`config.mk`:
```
export PLATFORM = sky130hd
export DESIGN_NAME = line_countdown_timer
export DESIGN_NICKNAME = d
export VERILOG_FILES = /design/src/rtl/line_tmr_pkg.sv /design/src/rtl/tmr_regs.sv /design/src/rtl/tmr_counter.sv /design/src/rtl/tmr_irq_route.sv /design/src/rtl/line_countdown_timer.sv
export SDC_FILE = /design/constraint.sdc
export NUM_CORES = 1
export LEC_CHECK = 0
export BUFFER_PORTS_ARGS = -buffer_cell sky130_fd_sc_hd__buf_2
export CORE_ASPECT_RATIO = 1.2
export CORE_MARGIN = 3
export CORE_UTILIZATION = 51
export CTS_CLUSTER_DIAMETER = 100
export CTS_CLUSTER_SIZE = 8
export DETAILED_ROUTE_END_ITERATION = 10
export PLACE_DENSITY = 0.86
export REMOVE_ABC_BUFFERS = 1
export SYNTH_ARGS = -nofsm -noshare
export SYNTH_HDL_FRONTEND = slang
export SYNTH_SLANG_ARGS = --single-unit
export TNS_END_PERCENT = 30
```
`constraint.sdc`:
```
create_clock -name clk -period 3 [get_ports clk]
set_clock_uncertainty 0.15 [all_clocks]
set_input_delay 0.6 -clock clk [delete_from_list [all_inputs] [get_ports clk]]
set_output_delay 0.6 -clock clk [all_outputs]
set_load 0.1 [all_outputs]
```
`src/rtl/line_tmr_pkg.sv`:
```
package line_tmr_pkg;
  localparam int LINE_SEL_W = 4;
  localparam int MASK_POS   = 16;
  localparam int MODE_POS   = 17;
  localparam int ADR_CTRL   = 0;
  localparam int ADR_INIT   = 1;
  localparam int ADR_CUR    = 2;

  typedef struct packed {
    logic                  periodic;
    logic                  masked;
    logic [LINE_SEL_W-1:0] line;
  } tmr_ctrl_t;
endpackage

```
`src/rtl/tmr_regs.sv`:
```
module tmr_regs
  import line_tmr_pkg::*;
#(
  parameter int CNT_W  = 32,
  parameter int ADDR_W = 2
) (
  input  logic              clk,
  input  logic              rst_n,
  input  logic              bus_wr,
  input  logic [ADDR_W-1:0] bus_addr,
  input  logic [CNT_W-1:0]  bus_wdata,
  input  logic [CNT_W-1:0]  cur_count,
  output tmr_ctrl_t         ctrl,
  output logic [CNT_W-1:0]  init_q,
  output logic              load_en,
  output logic [CNT_W-1:0]  load_val,
  output logic [CNT_W-1:0]  bus_rdata
);
  tmr_ctrl_t        ctrl_q, ctrl_d;
  logic [CNT_W-1:0] init_d;
  logic             ctrl_we, init_we;

  assign ctrl_we = bus_wr && (bus_addr == ADDR_W'(ADR_CTRL));
  assign init_we = bus_wr && (bus_addr == ADDR_W'(ADR_INIT));

  always_comb begin
    ctrl_d = ctrl_q;
    init_d = init_q;
    if (ctrl_we) begin
      ctrl_d.line     = bus_wdata[LINE_SEL_W-1:0];
      ctrl_d.masked   = bus_wdata[MASK_POS];
      ctrl_d.periodic = bus_wdata[MODE_POS];
    end
    if (init_we) begin
      init_d = bus_wdata;
    end
  end

  always_ff @(posedge clk or negedge rst_n) begin
    if (!rst_n) begin
      ctrl_q.line     <= '0;
      ctrl_q.masked   <= 1'b1;
      ctrl_q.periodic <= 1'b0;
    end else if (ctrl_we) begin
      ctrl_q <= ctrl_d;
    end
  end

  always_ff @(posedge clk or negedge rst_n) begin
    if (!rst_n) begin
      init_q <= '0;
    end else if (init_we) begin
      init_q <= init_d;
    end
  end

  assign ctrl     = ctrl_q;
  assign load_en  = init_we;
  assign load_val = bus_wdata;

  always_comb begin
    bus_rdata = '0;
    case (bus_addr)
      ADDR_W'(ADR_CTRL): begin
        bus_rdata[LINE_SEL_W-1:0] = ctrl_q.line;
        bus_rdata[MASK_POS]       = ctrl_q.masked;
        bus_rdata[MODE_POS]       = ctrl_q.periodic;
      end
      ADDR_W'(ADR_INIT): bus_rdata = init_q;
      ADDR_W'(ADR_CUR):  bus_rdata = cur_count;
      default:           bus_rdata = '0;
    endcase
  end

  // the initial-count register changes only through a write to its address
  p_init_hold_r10: assert property (@(posedge clk) disable iff (!rst_n)
    !init_we |=> init_q == $past(init_q));

  // a control write stores its mode and mask bits
  p_ctrl_store_r2: assert property (@(posedge clk) disable iff (!rst_n)
    ctrl_we |=> (ctrl_q.masked == $past(bus_wdata[MASK_POS])) &&
                (ctrl_q.periodic == $past(bus_wdata[MODE_POS])));
endmodule

```
`src/rtl/tmr_counter.sv`:
```
module tmr_counter #(
  parameter int CNT_W = 32
) (
  input  logic             clk,
  input  logic             rst_n,
  input  logic             load_en,
  input  logic [CNT_W-1:0] load_val,
  input  logic [CNT_W-1:0] reload_val,
  input  logic             periodic,
  output logic [CNT_W-1:0] cur_q,
  output logic             expire
);
  logic [CNT_W-1:0] cur_d;
  logic             run_q, run_d;
  logic             cnt_en;
  logic             at_zero;

  assign at_zero = (cur_q == '0);
  assign expire  = run_q && at_zero;
  assign cnt_en  = load_en || run_q;

  always_comb begin
    cur_d = cur_q;
    run_d = run_q;
    if (load_en) begin
      cur_d = load_val;
      run_d = (load_val != '0);
    end else if (run_q) begin
      if (at_zero) begin
        if (periodic) begin
          cur_d = reload_val;
        end else begin
          run_d = 1'b0;
        end
      end else begin
        cur_d = cur_q - CNT_W'(1);
      end
    end
  end

  always_ff @(posedge clk or negedge rst_n) begin
    if (!rst_n) begin
      cur_q <= '0;
      run_q <= 1'b0;
    end else if (cnt_en) begin
      cur_q <= cur_d;
      run_q <= run_d;
    end
  end

  // a running nonzero count falls by exactly one per clock
  p_dec_r3: assert property (@(posedge clk) disable iff (!rst_n)
    (run_q && !at_zero && !load_en) |=> cur_q == $past(cur_q) - CNT_W'(1));

  // a write loads the new value regardless of the count in progress
  p_load_r9: assert property (@(posedge clk) disable iff (!rst_n)
    load_en |=> cur_q == $past(load_val));

  // periodic expiry reloads from the initial count
  p_reload_r5: assert property (@(posedge clk) disable iff (!rst_n)
    (expire && periodic && !load_en) |=> cur_q == $past(reload_val));

  // one-shot expiry leaves the counter halted at zero
  p_halt_r6: assert property (@(posedge clk) disable iff (!rst_n)
    (expire && !periodic && !load_en) |=> (cur_q == '0) && !expire);
endmodule

```
`src/rtl/tmr_irq_route.sv`:
```
module tmr_irq_route #(
  parameter int LINE_SEL_W = 4
) (
  input  logic                      clk,
  input  logic                      rst_n,
  input  logic                      fire,
  input  logic                      masked,
  input  logic [LINE_SEL_W-1:0]     line_sel,
  output logic [(1<<LINE_SEL_W)-1:0] irq_q
);
  localparam int LINES = 1 << LINE_SEL_W;

  logic [LINES-1:0] irq_d;
  logic             pass;

  assign pass = fire && !masked;

  for (genvar g = 0; g < LINES; g++) begin : g_line
    assign irq_d[g] = pass && (line_sel == LINE_SEL_W'(g));
  end

  always_ff @(posedge clk or negedge rst_n) begin
    if (!rst_n) begin
      irq_q <= '0;
    end else begin
      irq_q <= irq_d;
    end
  end

  // at most one line carries the event
  p_onehot_r4: assert property (@(posedge clk) disable iff (!rst_n)
    $onehot0(irq_q));

  // the event lasts a single clock
  p_single_r4: assert property (@(posedge clk) disable iff (!rst_n)
    (irq_q != '0) |=> (irq_q == '0));

  // a masked timer never drives a line
  p_mask_r7: assert property (@(posedge clk) disable iff (!rst_n)
    masked |=> (irq_q == '0));
endmodule

```
`src/rtl/line_countdown_timer.sv`:
```
module line_countdown_timer
  import line_tmr_pkg::*;
#(
  parameter int CNT_W  = 32,
  parameter int ADDR_W = 2
) (
  input  logic                      clk,
  input  logic                      rst_n,
  input  logic                      bus_wr,
  input  logic [ADDR_W-1:0]         bus_addr,
  input  logic [CNT_W-1:0]          bus_wdata,
  output logic [CNT_W-1:0]          bus_rdata,
  output logic [(1<<LINE_SEL_W)-1:0] irq_lines
);
  logic [1:0]       rst_sync_q;
  logic             rst_n_int;
  tmr_ctrl_t        ctrl;
  logic [CNT_W-1:0] init_q;
  logic             load_en;
  logic [CNT_W-1:0] load_val;
  logic [CNT_W-1:0] cur_q;
  logic             expire;

  always_ff @(posedge clk or negedge rst_n) begin
    if (!rst_n) begin
      rst_sync_q <= 2'b00;
    end else begin
      rst_sync_q <= {rst_sync_q[0], 1'b1};
    end
  end
  assign rst_n_int = rst_sync_q[1];

  tmr_regs #(.CNT_W(CNT_W), .ADDR_W(ADDR_W)) regs_i (
    .clk       (clk),
    .rst_n     (rst_n_int),
    .bus_wr    (bus_wr),
    .bus_addr  (bus_addr),
    .bus_wdata (bus_wdata),
    .cur_count (cur_q),
    .ctrl      (ctrl),
    .init_q    (init_q),
    .load_en   (load_en),
    .load_val  (load_val),
    .bus_rdata (bus_rdata)
  );

  tmr_counter #(.CNT_W(CNT_W)) cnt_i (
    .clk        (clk),
    .rst_n      (rst_n_int),
    .load_en    (load_en),
    .load_val   (load_val),
    .reload_val (init_q),
    .periodic   (ctrl.periodic),
    .cur_q      (cur_q),
    .expire     (expire)
  );

  tmr_irq_route #(.LINE_SEL_W(LINE_SEL_W)) route_i (
    .clk      (clk),
    .rst_n    (rst_n_int),
    .fire     (expire),
    .masked   (ctrl.masked),
    .line_sel (ctrl.line),
    .irq_q    (irq_lines)
  );
endmodule

```
# [Word-level counts from Yosys, hierarchy flattened]
# Index checks and enable logic that the tools add are counted.
# W data, S select, Z words.
[op_classes] eq_ne=18 muxes=12 n_addsub=1 reduce_logical=28
[op_table] op="$mux W32" n=4
[op_table] op="$eq A4 B4 Y1 const B" n=8
[op_table] op="$logic_not A32 Y1" n=1
[op_table] op="$reduce_bool A32 Y1" n=1
[op_table] op="$sub A32 B1 Y32 const B" n=1
[op_table] op="$pmux W14 S2" n=1
[op_table] op="$pmux W12 S2" n=1
[op_table] op="$logic_and A1 B1 Y1" n=20
[op_table] op="$eq A4 B3 Y1 const B" n=4
[op_table] op="$pmux W4 S3" n=1
[op_table] op="$eq A4 B2 Y1 const B" n=2
[op_table] op="$pmux W2 S3" n=1
[op_table] op="$eq A4 B1 Y1 const B" n=1
[op_table] op="$logic_not A4 Y1" n=1
[op_table] op="$mux W1" n=4
[op_table] op="$ne A3 B2 Y1 const B" n=1
[op_table] op="$reduce_and A3 Y1" n=1
[op_table] op="$eq A2 B1 Y1 const B" n=1
[op_table] op="$eq A2 B2 Y1 const B" n=1
[op_table] op="$logic_not A2 Y1" n=1
[op_table] op="$reduce_bool A2 Y1" n=1
[op_table] op="$logic_not A1 Y1" n=1
[op_table] op="$logic_or A1 B1 Y1" n=1
[totals] wordCells=67 input_bits=37 ff_bits=89 output_inout_bits=48

# [Logic depth before layout (Yosys ltp)]
# Gate-level depths: netlist (run 1).
[logic_depth] ltp_word=4 depth_mapped=10 ltp_nobuf=8

# [By module]
# Synthesis (run 1) repeated with hierarchy kept, for this count alone.
[unflattened] cells_unflattened=577 area_unflattened_um2=5641.7
[modules_own_cells] module="tmr_counter" area_per_inst_um2=2731.4 instances=1 seq_area_each_um2=825.8 cells_each=342
[modules_own_cells] module="tmr_regs" area_per_inst_um2=2324.7 instances=1 seq_area_each_um2=952.2 cells_each=193
[modules_own_cells] module="tmr_irq_route" area_per_inst_um2=531.8 instances=1 seq_area_each_um2=400.4 cells_each=39
[modules_own_cells] module="line_countdown_timer" area_per_inst_um2=53.8 instances=1 seq_area_each_um2=50.0 cells_each=3

# [Worst setup path after synthesis (run 1)]
# OpenSTA, ideal clock, no wires.
[synth_timing] path_kind="input-to-output" start="input port bus_addr[1]" end="output port bus_rdata[8]" cell_stages=6 arrival_time_ps=2745 slack_ps=-495 t_required_ps=2250 cell_sequence="inv_1 > ha_1 > clkbuf_1 > clkbuf_1 > a22oi_1 > nor2b_1"
[synth_between] elab_chain_cells=2
[synth_lines] element="from (decl)" line="line_countdown_timer.sv:10" rtl="input logic [ADDR_W-1:0] bus_addr,"
[synth_lines] element="$eq A2 B2 Y1 / $eq A2 B1 Y1 (equally long branches)" line="tmr_regs.sv:63" rtl="case (bus_addr)"
[synth_lines] element="$pmux W12 S2 *" line="tmr_regs.sv:63"
[synth_lines] element="to (decl)" line="line_countdown_timer.sv:12" rtl="output logic [CNT_W-1:0] bus_rdata,"
# Every way passes the cells marked *; elsewhere a longest branch is shown, timed or not.

# [Final worst setup path (run 1)]
[layout_timing] start="register cnt_i.cur_q[0]" end="register route_i.irq_q[0]"
[layout_between] elab_chain_cells=4
[layout_lines] element="from (decl)" line="tmr_counter.sv:10" rtl="output logic [CNT_W-1:0] cur_q,"
[layout_lines] element="from (signal assigned)" line="tmr_counter.sv:46" rtl="cur_q <= cur_d;"
[layout_lines] element="$logic_not A32 Y1" line="tmr_counter.sv:18" rtl="assign at_zero = (cur_q == '0);"
[layout_lines] element="$logic_and A1 B1 Y1" line="tmr_counter.sv:19" rtl="assign expire = run_q && at_zero;"
[layout_lines] element="$logic_and A1 B1 Y1" line="tmr_irq_route.sv:16" rtl="assign pass = fire && !masked;"
[layout_lines] element="$logic_and A1 B1 Y1" line="tmr_irq_route.sv:19" rtl="assign irq_d[g] = pass && (line_sel == LINE_SEL_W'(g));"
[layout_lines] element="net route_i.irq_d[0]" line="tmr_irq_route.sv:13" rtl="logic [LINES-1:0] irq_d;"
[layout_lines] element="to (signal assigned)" line="tmr_irq_route.sv:26" rtl="irq_q <= irq_d;"
[layout_lines] element="to (decl)" line="tmr_irq_route.sv:9" rtl="output logic [(1<<LINE_SEL_W)-1:0] irq_q"
# The timed path passes the listed nets, and every way through them passes these cells.
# A chain may end at the register's enable or synchronous reset.

==> results_dict.tcl, run 1 <==
set metrics [dict create \
    syn2layout_area_growth_pct 28.5 \
    viasPerCell 6.27 \
    dr_total_vias 4898 \
    clock_latency_ns 0.35 \
    cts_buffers 9 \
    htreeDepth 3 \
    path_cells "inv_1, ha_1, nor4b_2, nand4_2, nor3_4, and3b_1, nor3b_1, nor3b_2" \
    crit_start "cnt_i.cur_q[0]" \
    place_inst 764 \
    ant_nets 0 \
    drt-initial-drc-count 399 \
    syn_area_sq_um 5050 \
    maxSlewViolCount 0 \
    layout-drive-gt1-share_pct 23.4 \
    ctsRootBufferMaster "clkbuf_16" \
    slowest_stage "dfrtp_1" \
    place_area_sq_um 6150 \
    p_per_area_nw_per_um2 664 \
    fmax_ghz 0.359 \
    tns_ns 0 \
    r2r_start "cnt_i.cur_q[0]" \
    status "finished clean" \
    rows 39 \
    clk_path_buf_depth 2 \
    cts.sinks 89 \
    ios 85 \
    synth-edff-count 0 \
    crit_arrival_ns 2.91 \
    finalNetCount 696 \
    layout_min_cycle_time_ns 2.79 \
    slew_headroom_pct 24.7 \
    antenna_found_initial 0 \
    stdcell_area_sq_um 6480 \
    setup.worst_path.class "reg2reg" \
    async_flop_share_pct 100 \
    initial_core_util_pct 52.8 \
    critPathRequiredTime_ns 3.12 \
    drt_wl_total_mm 15.8 \
    period_share_pct 92.9 \
    nFillCells 761 \
    diodes 0 \
    synth_top_family_by_area "simple AND/OR/NAND/NOR gates" \
    setup_violations 0 \
    grt_max_degree 88 \
    critPathLaunchType "flop" \
    yosys_warnings 0 \
    synth_compound_area_share_pct 15.5 \
    grt_first_pass_wirelength_mm 25.5 \
    cpPeakStageDelay_ns 0.48 \
    ys_ff_latch 89 \
    overflow 0 \
    synthSimpleGateAreaFrac_pct 30.4 \
    rsz0062_at_grt "false" \
    netlist_instances 570 \
    min-delay-start "rst_sync_q[0]" \
    synthXorXnorAreaFrac_pct 2.78 \
    die_h_um 115 \
    track_usage_pct 28.4 \
    tritoncts "done" \
    core_area_sq_um 9560 \
    drc_errors 0 \
    whs_ns 0.214 \
    layout.cells.non_filler 781 \
    p_leak_uw 0.00292 \
    die_area_sq_um 11100 \
    maxCapViolations 0 \
    cts-resized-gates 0 \
    syn_area_per_cell_sq_um 8.85 \
    clkTransAtPathRegs_ns 0.07 \
    synthAdderAreaFrac_pct 1.49 \
    place_hpwl_mm 11.0 \
    critPathMaxFanout 7 \
    hold_class "reg2reg" \
    wl_per_cell_um 20.2 \
    grt_pass1_vias 4985 \
    worstMarginPinSlew_ns 1.13 \
    placement.io_buffers 84 \
    max-vdd-ir-drop_mv 0.375 \
    cp_top_family "simple AND/OR/NAND/NOR gates" \
    synth.distinct_cells 57 \
    ys.flop_type "dfrtp_1" \
    ys_seq_area_share_pct 44.1 \
    hold_viol 0 \
    die_w_um 96.8 \
    place.gp.congestion 1.02 \
    first_pass_iters 7 \
    crit_buf_inv 1 \
    cp-end-kind "flop" \
    synthMuxAreaShare_pct 1.34 \
]
## state kept, by name, summed over array words and instances, names as in the netlist
name and cells:
regs_i.ctrl 6, cnt_i.cur_q 32, regs_i.init_q 32, route_i.irq_q 16, cnt_i.run_q 1, rst_sync_q 2
## metal layers
| metal | share of wire, % | global-route usage [%] |
|---|---|---|
| met4 | 3.4 | 15.3 |
| met2 | 51 | 49.6 |
| met3 | 7.9 | 4.31 |
| met1 | 38 | 34.1 |
| met5 | 0 | 0 |
## layout make-up
class,count,area [sq um],share of cell area [%]
sequential,89,2230,34.4
timing repair buffer,110,1140,17.5
multi-input combinational,437,2610,40.3
tap,123,154,2.37
inverter,6,22.5,0.347
clock buffer,9,225,3.47
clock inverter,7,101,1.56
## worst register-to-register path: cells and delay by family, from the launching register on
kind / cells / cell delay, ns
adders and majority gates: 1 / 0.15
buffers and inverters: 1 / 0.14
DFF: 1 / 0.48
and+or+nand+nor: 6 / 1.81
## worst paths after layout
| check | slack (ns) | cells after the start | to |
|---|---|---|---|
| min reg2reg | 0.21 | 0 | rst_sync_q[1] |
| min in group asynchronous | 0.37 | 0 | regs_i.init_q[22] |
| min | 0.21 | 0 | rst_sync_q[1] |
| max reg2reg | 0.21 | 8 | route_i.irq_q[0] |
| max in group asynchronous | 1.58 | 0 | regs_i.init_q[17] |
| max | 0.21 | 8 | route_i.irq_q[0] |
## Yosys cell counts, drive strengths merged, types with 2 or more instances
library cell | n | area, sq um
ha | 6 | 75.1
a222oi | 11 | 110
mux2 | 6 | 67.6
o31ai | 4 | 30.0
nor3 | 16 | 106
a21oi | 12 | 60.1
nand4b | 2 | 23.8
xnor2 | 8 | 70.1
buf | 13 | 100
dfrtp | 88 | 2200
and2 | 4 | 27.5
nor2b | 27 | 169
o41ai | 2 | 36.3
nor4b | 4 | 41.3
or4 | 4 | 30.0
o21ai | 10 | 50.1
clkbuf | 25 | 93.8
nor4 | 16 | 134
inv | 6 | 22.5
or3 | 4 | 25.0
nor2 | 45 | 176
nand3 | 29 | 145
o211ai | 14 | 105
nand3b | 4 | 30.0
nand4 | 5 | 43.8
and3 | 4 | 25.0
xor2 | 8 | 70.1
a31oi | 14 | 87.6
nor3b | 3 | 32.5
nand2b | 2 | 12.5
a22oi | 35 | 263
nand2 | 129 | 487
## cells in the final DEF (no fill, tap or decap), types with 8 or more instances in the layout
master     instances
a31oi_1           14
nor2b_1           27
nor3_1            11
buf_12            35
o211ai_1          14
a21oi_1           12
dfrtp_1           87
nand3_1           29
xor2_1             8
nor4_1            12
nor2_1            44
o21ai_0            8
a22oi_1           35
nand2_1          128
xnor2_1            8
buf_2             52
a222oi_1          11
clkbuf_16          9
buf_4             22
## cell families after synthesis
logic type / count (synthesis)
XOR/XNOR: 16
flip-flops: 89
other: 1
AND/OR/NAND/NOR: 301
multiplexers: 6
adder cells (fa/ha/maj): 6
AO/OA/AOI/OAI: 107
buffers and inverters: 44
## per-stage QoR
| step | setup WS (ns) | total power [uW] | util, % |
|---|---|---|---|
| finish | 0.213 | 4300 | 67.8 |
| global route | 0.0865 | 4480 | 67.8 |
| CTS | 0.302 | 4280 | 67.8 |
| detailed placement | 0.377 | 3050 | 64.3 |
| global placement | 0.406 | 2970 | 64.3 |
| floorplan | -0.643 | 2540 | - |
## timing repair
action,CTS,global route
setup buffers,0,0
hold endpoints to repair,2,0
hold buffers,1,0
## where the power goes
group | internal (uW) | switching [uW]
Clock | 737 | 507
Combinational | 530 | 772
Sequential | 1400 | 359
Note: power is estimated with default switching activity, not from simulation.
==> run 2, diff against run 1 <==
Settings changed: BUFFER_PORTS_ARGS -buffer_cell sky130_fd_sc_hd__buf_2 to unset, CORE_UTILIZATION 51 to 55, DONT_BUFFER_PORTS set to 1, PLACE_DENSITY 0.86 to 0.74.
==> run 2 against run 1 <==
Net effect:
- highest routed layer unchanged
- sequential share of layout area is 2.0 points higher
- hold slack got worse by 0.041 ns
- worst setup slack better by 0.12 ns
- critical path type is now in2out
==> results_dict.tcl, run 2 (synthesis results as in run 1) <==
set metrics [dict create \
    setup.worst_path.class "in2out" \
    place_area_sq_um 5920 \
    p_clk_share_pct 21.2 \
    final_util_pct 70.0 \
    period_share_pct 88.9 \
    path_cells "inv_1, ha_1, buf_4, a22oi_1, nor2b_2, buf_12" \
    finalNetCount 643 \
    initial_core_util_pct 57.7 \
    ios 85 \
    layout_min_cycle_time_ns 2.67 \
    worstMarginPinSlew_ns 0.895 \
    die_w_um 93.5 \
    wl_per_cell_um 20.4 \
    hold_class "reg2async" \
    hold_viol 0 \
    final_common_cell "nand2_1" \
    grt_max_degree 48 \
    crit_arrival_ns 1.92 \
    stdcell_area_sq_um 6130 \
    status "finished clean" \
    whs_ns 0.173 \
    p_comb_share_pct 33.4 \
    track_usage_pct 29.6 \
    core_area_sq_um 8750 \
    placement.io_buffers 0 \
    slowest_stage "ha_1" \
    place_hpwl_mm 10.6 \
    die_h_um 111 \
    place_inst 705 \
    cp_top_family "buffers and inverters" \
    maxCapViolations 0 \
    dr_total_vias 4647 \
    drt_wl_total_mm 14.8 \
    syn2layout_area_growth_pct 21.4 \
    clock_latency_ns 0.37 \
    cp-end-kind "primary output" \
    drc_errors 0 \
    p_sw_share_pct 41.2 \
    mostFrequentLayoutCells "nand2_1 (128), dfrtp_1 (87), nor2_1 (38)" \
    critPathRequiredTime_ns 2.25 \
    grt_first_pass_wirelength_mm 24.3 \
    setup_violations 0 \
    overflow 0 \
    p_seq_share_pct 45.3 \
    first_pass_iters 5 \
    max-vdd-ir-drop_mv 0.295 \
    rows 37 \
    slew_headroom_pct 40.3 \
    cts_buffers 9 \
    internal_power_uw 2240 \
    layout.cells.non_filler 722 \
    cpPeakStageDelay_ns 0.43 \
    crit_buf_inv 3 \
    largestRegisters "cnt_i.cur_q x32, regs_i.init_q x32, route_i.irq_q x16" \
    place.gp.congestion 0.948 \
    p_leak_uw 0.00265 \
    grt_pass1_vias 4778 \
    viasPerCell 6.44 \
    rsz0062_at_grt "false" \
    drt-initial-drc-count 404 \
    ctsRootBufferMaster "clkbuf_8" \
    fmax_ghz 0.375 \
    cts.sinks 89 \
    tritoncts "done" \
    layout-drive-gt1-share_pct 21.8 \
    clk_path_buf_depth 2 \
    diodes 0 \
    critPathLaunchType "input port" \
    clkTransAtPathRegs_ns 0.09 \
    antenna_found_initial 0 \
    ant_nets 0 \
    die_area_sq_um 10400 \
    htreeDepth 3 \
    tns_ns 0 \
    maxSlewViolCount 0 \
    ff2ff_setup_slack_ns 0.35 \
    p_switching_uw 1570 \
    critPathMaxFanout 13 \
    p_per_area_nw_per_um2 622 \
]
run 2: changes by cell type in the layout (fill, tap and decap cells not counted), moves of 2 or more:
cell / previous run / this run
clkbuf_8: 0 / 9
nor2_2: 0 / 6
nor2_1: 44 / 38
nor2b_1: 27 / 1
bufinv_16: 2 / 0
clkbuf_16: 9 / 0
nor2b_2: 0 / 26
buf_2: 52 / 0
buf_12: 35 / 33
run 2: layer usage:
| layer | GRT usage [%] | vias up | routed length [um] |
|---|---|---|---|
| met5 | 0 | - | 0 |
| met3 | 6.31 | 22 | 1050 |
| met1 | 38.5 | 2289 | 5800 |
| met2 | 49.0 | 226 | 7650 |
| li1 | - | 2110 | - |
| met4 | 8.99 | 0 | 259 |
run 2: stage by stage:
| stage | power (uW) | setup slack [ns] |
|---|---|---|
| after floorplan | 2540 | -0.643 |
| after global placement | 2970 | 0.398 |
| after detailed placement | 3010 | 0.352 |
| after CTS | 3820 | 0.348 |
| after global routing | 4020 | 0.137 |
| final | 3810 | 0.334 |
run 2: power groups by stage:
stage                     sequential (uW)  combinational [uW]  clock [uW]
after detailed placement             1740                1270           0
after global routing                 1770                1380         874
final                                1730                1270         810
after CTS                            1720                1280         822
after global placement               1730                1240           0
after floorplan                      1670                 866           0
run 2: worst paths after layout:
| check | from | end | cells past startpoint |
|---|---|---|---|
| worst min-delay path | rst_sync_q[1] | regs_i.init_q[26] | 0 |
| max in group asynchronous | rst_sync_q[1] | cnt_i.cur_q[1] | 1 |
| worst max-delay path | bus_addr[1] | bus_rdata[12] | 6 |
| worst max register to register | cnt_i.cur_q[0] | route_i.irq_q[8] | 7 |
| worst min register to register | rst_sync_q[1] | regs_i.init_q[26] | 0 |
| min in group clk | bus_wdata[23] | regs_i.init_q[23] | 2 |
run 2: final cells by class:
| class | count | area, sq um |
|---|---|---|
| tap | 117 | 146 |
| sequential | 89 | 2230 |
| fill | 657 | 2620 |
| inverter | 6 | 22.5 |
| clock buffer | 9 | 124 |
| multi-input combinational | 437 | 2690 |
| clock inverter | 7 | 70.1 |
| timing repair buffer | 57 | 843 |
run 2: repair_timing:
item                                    in CTS  in global routing
endpoints found under the hold margin        2                  0
buffers inserted                             0                  0
endpoints found under the setup margin       0                  0
gates resized for setup                      0                  0
hold buffers                                 1                  0
run 2: worst register-to-register path: cells and delay by family (launching register included):
| kind | cells | cell delay (ns) |
|---|---|---|
| and+or+nand+nor | 5 | 1.64 |
| DFF | 1 | 0.46 |
| adders and majority gates | 1 | 0.14 |
| buffers and inverters | 1 | 0.11 |
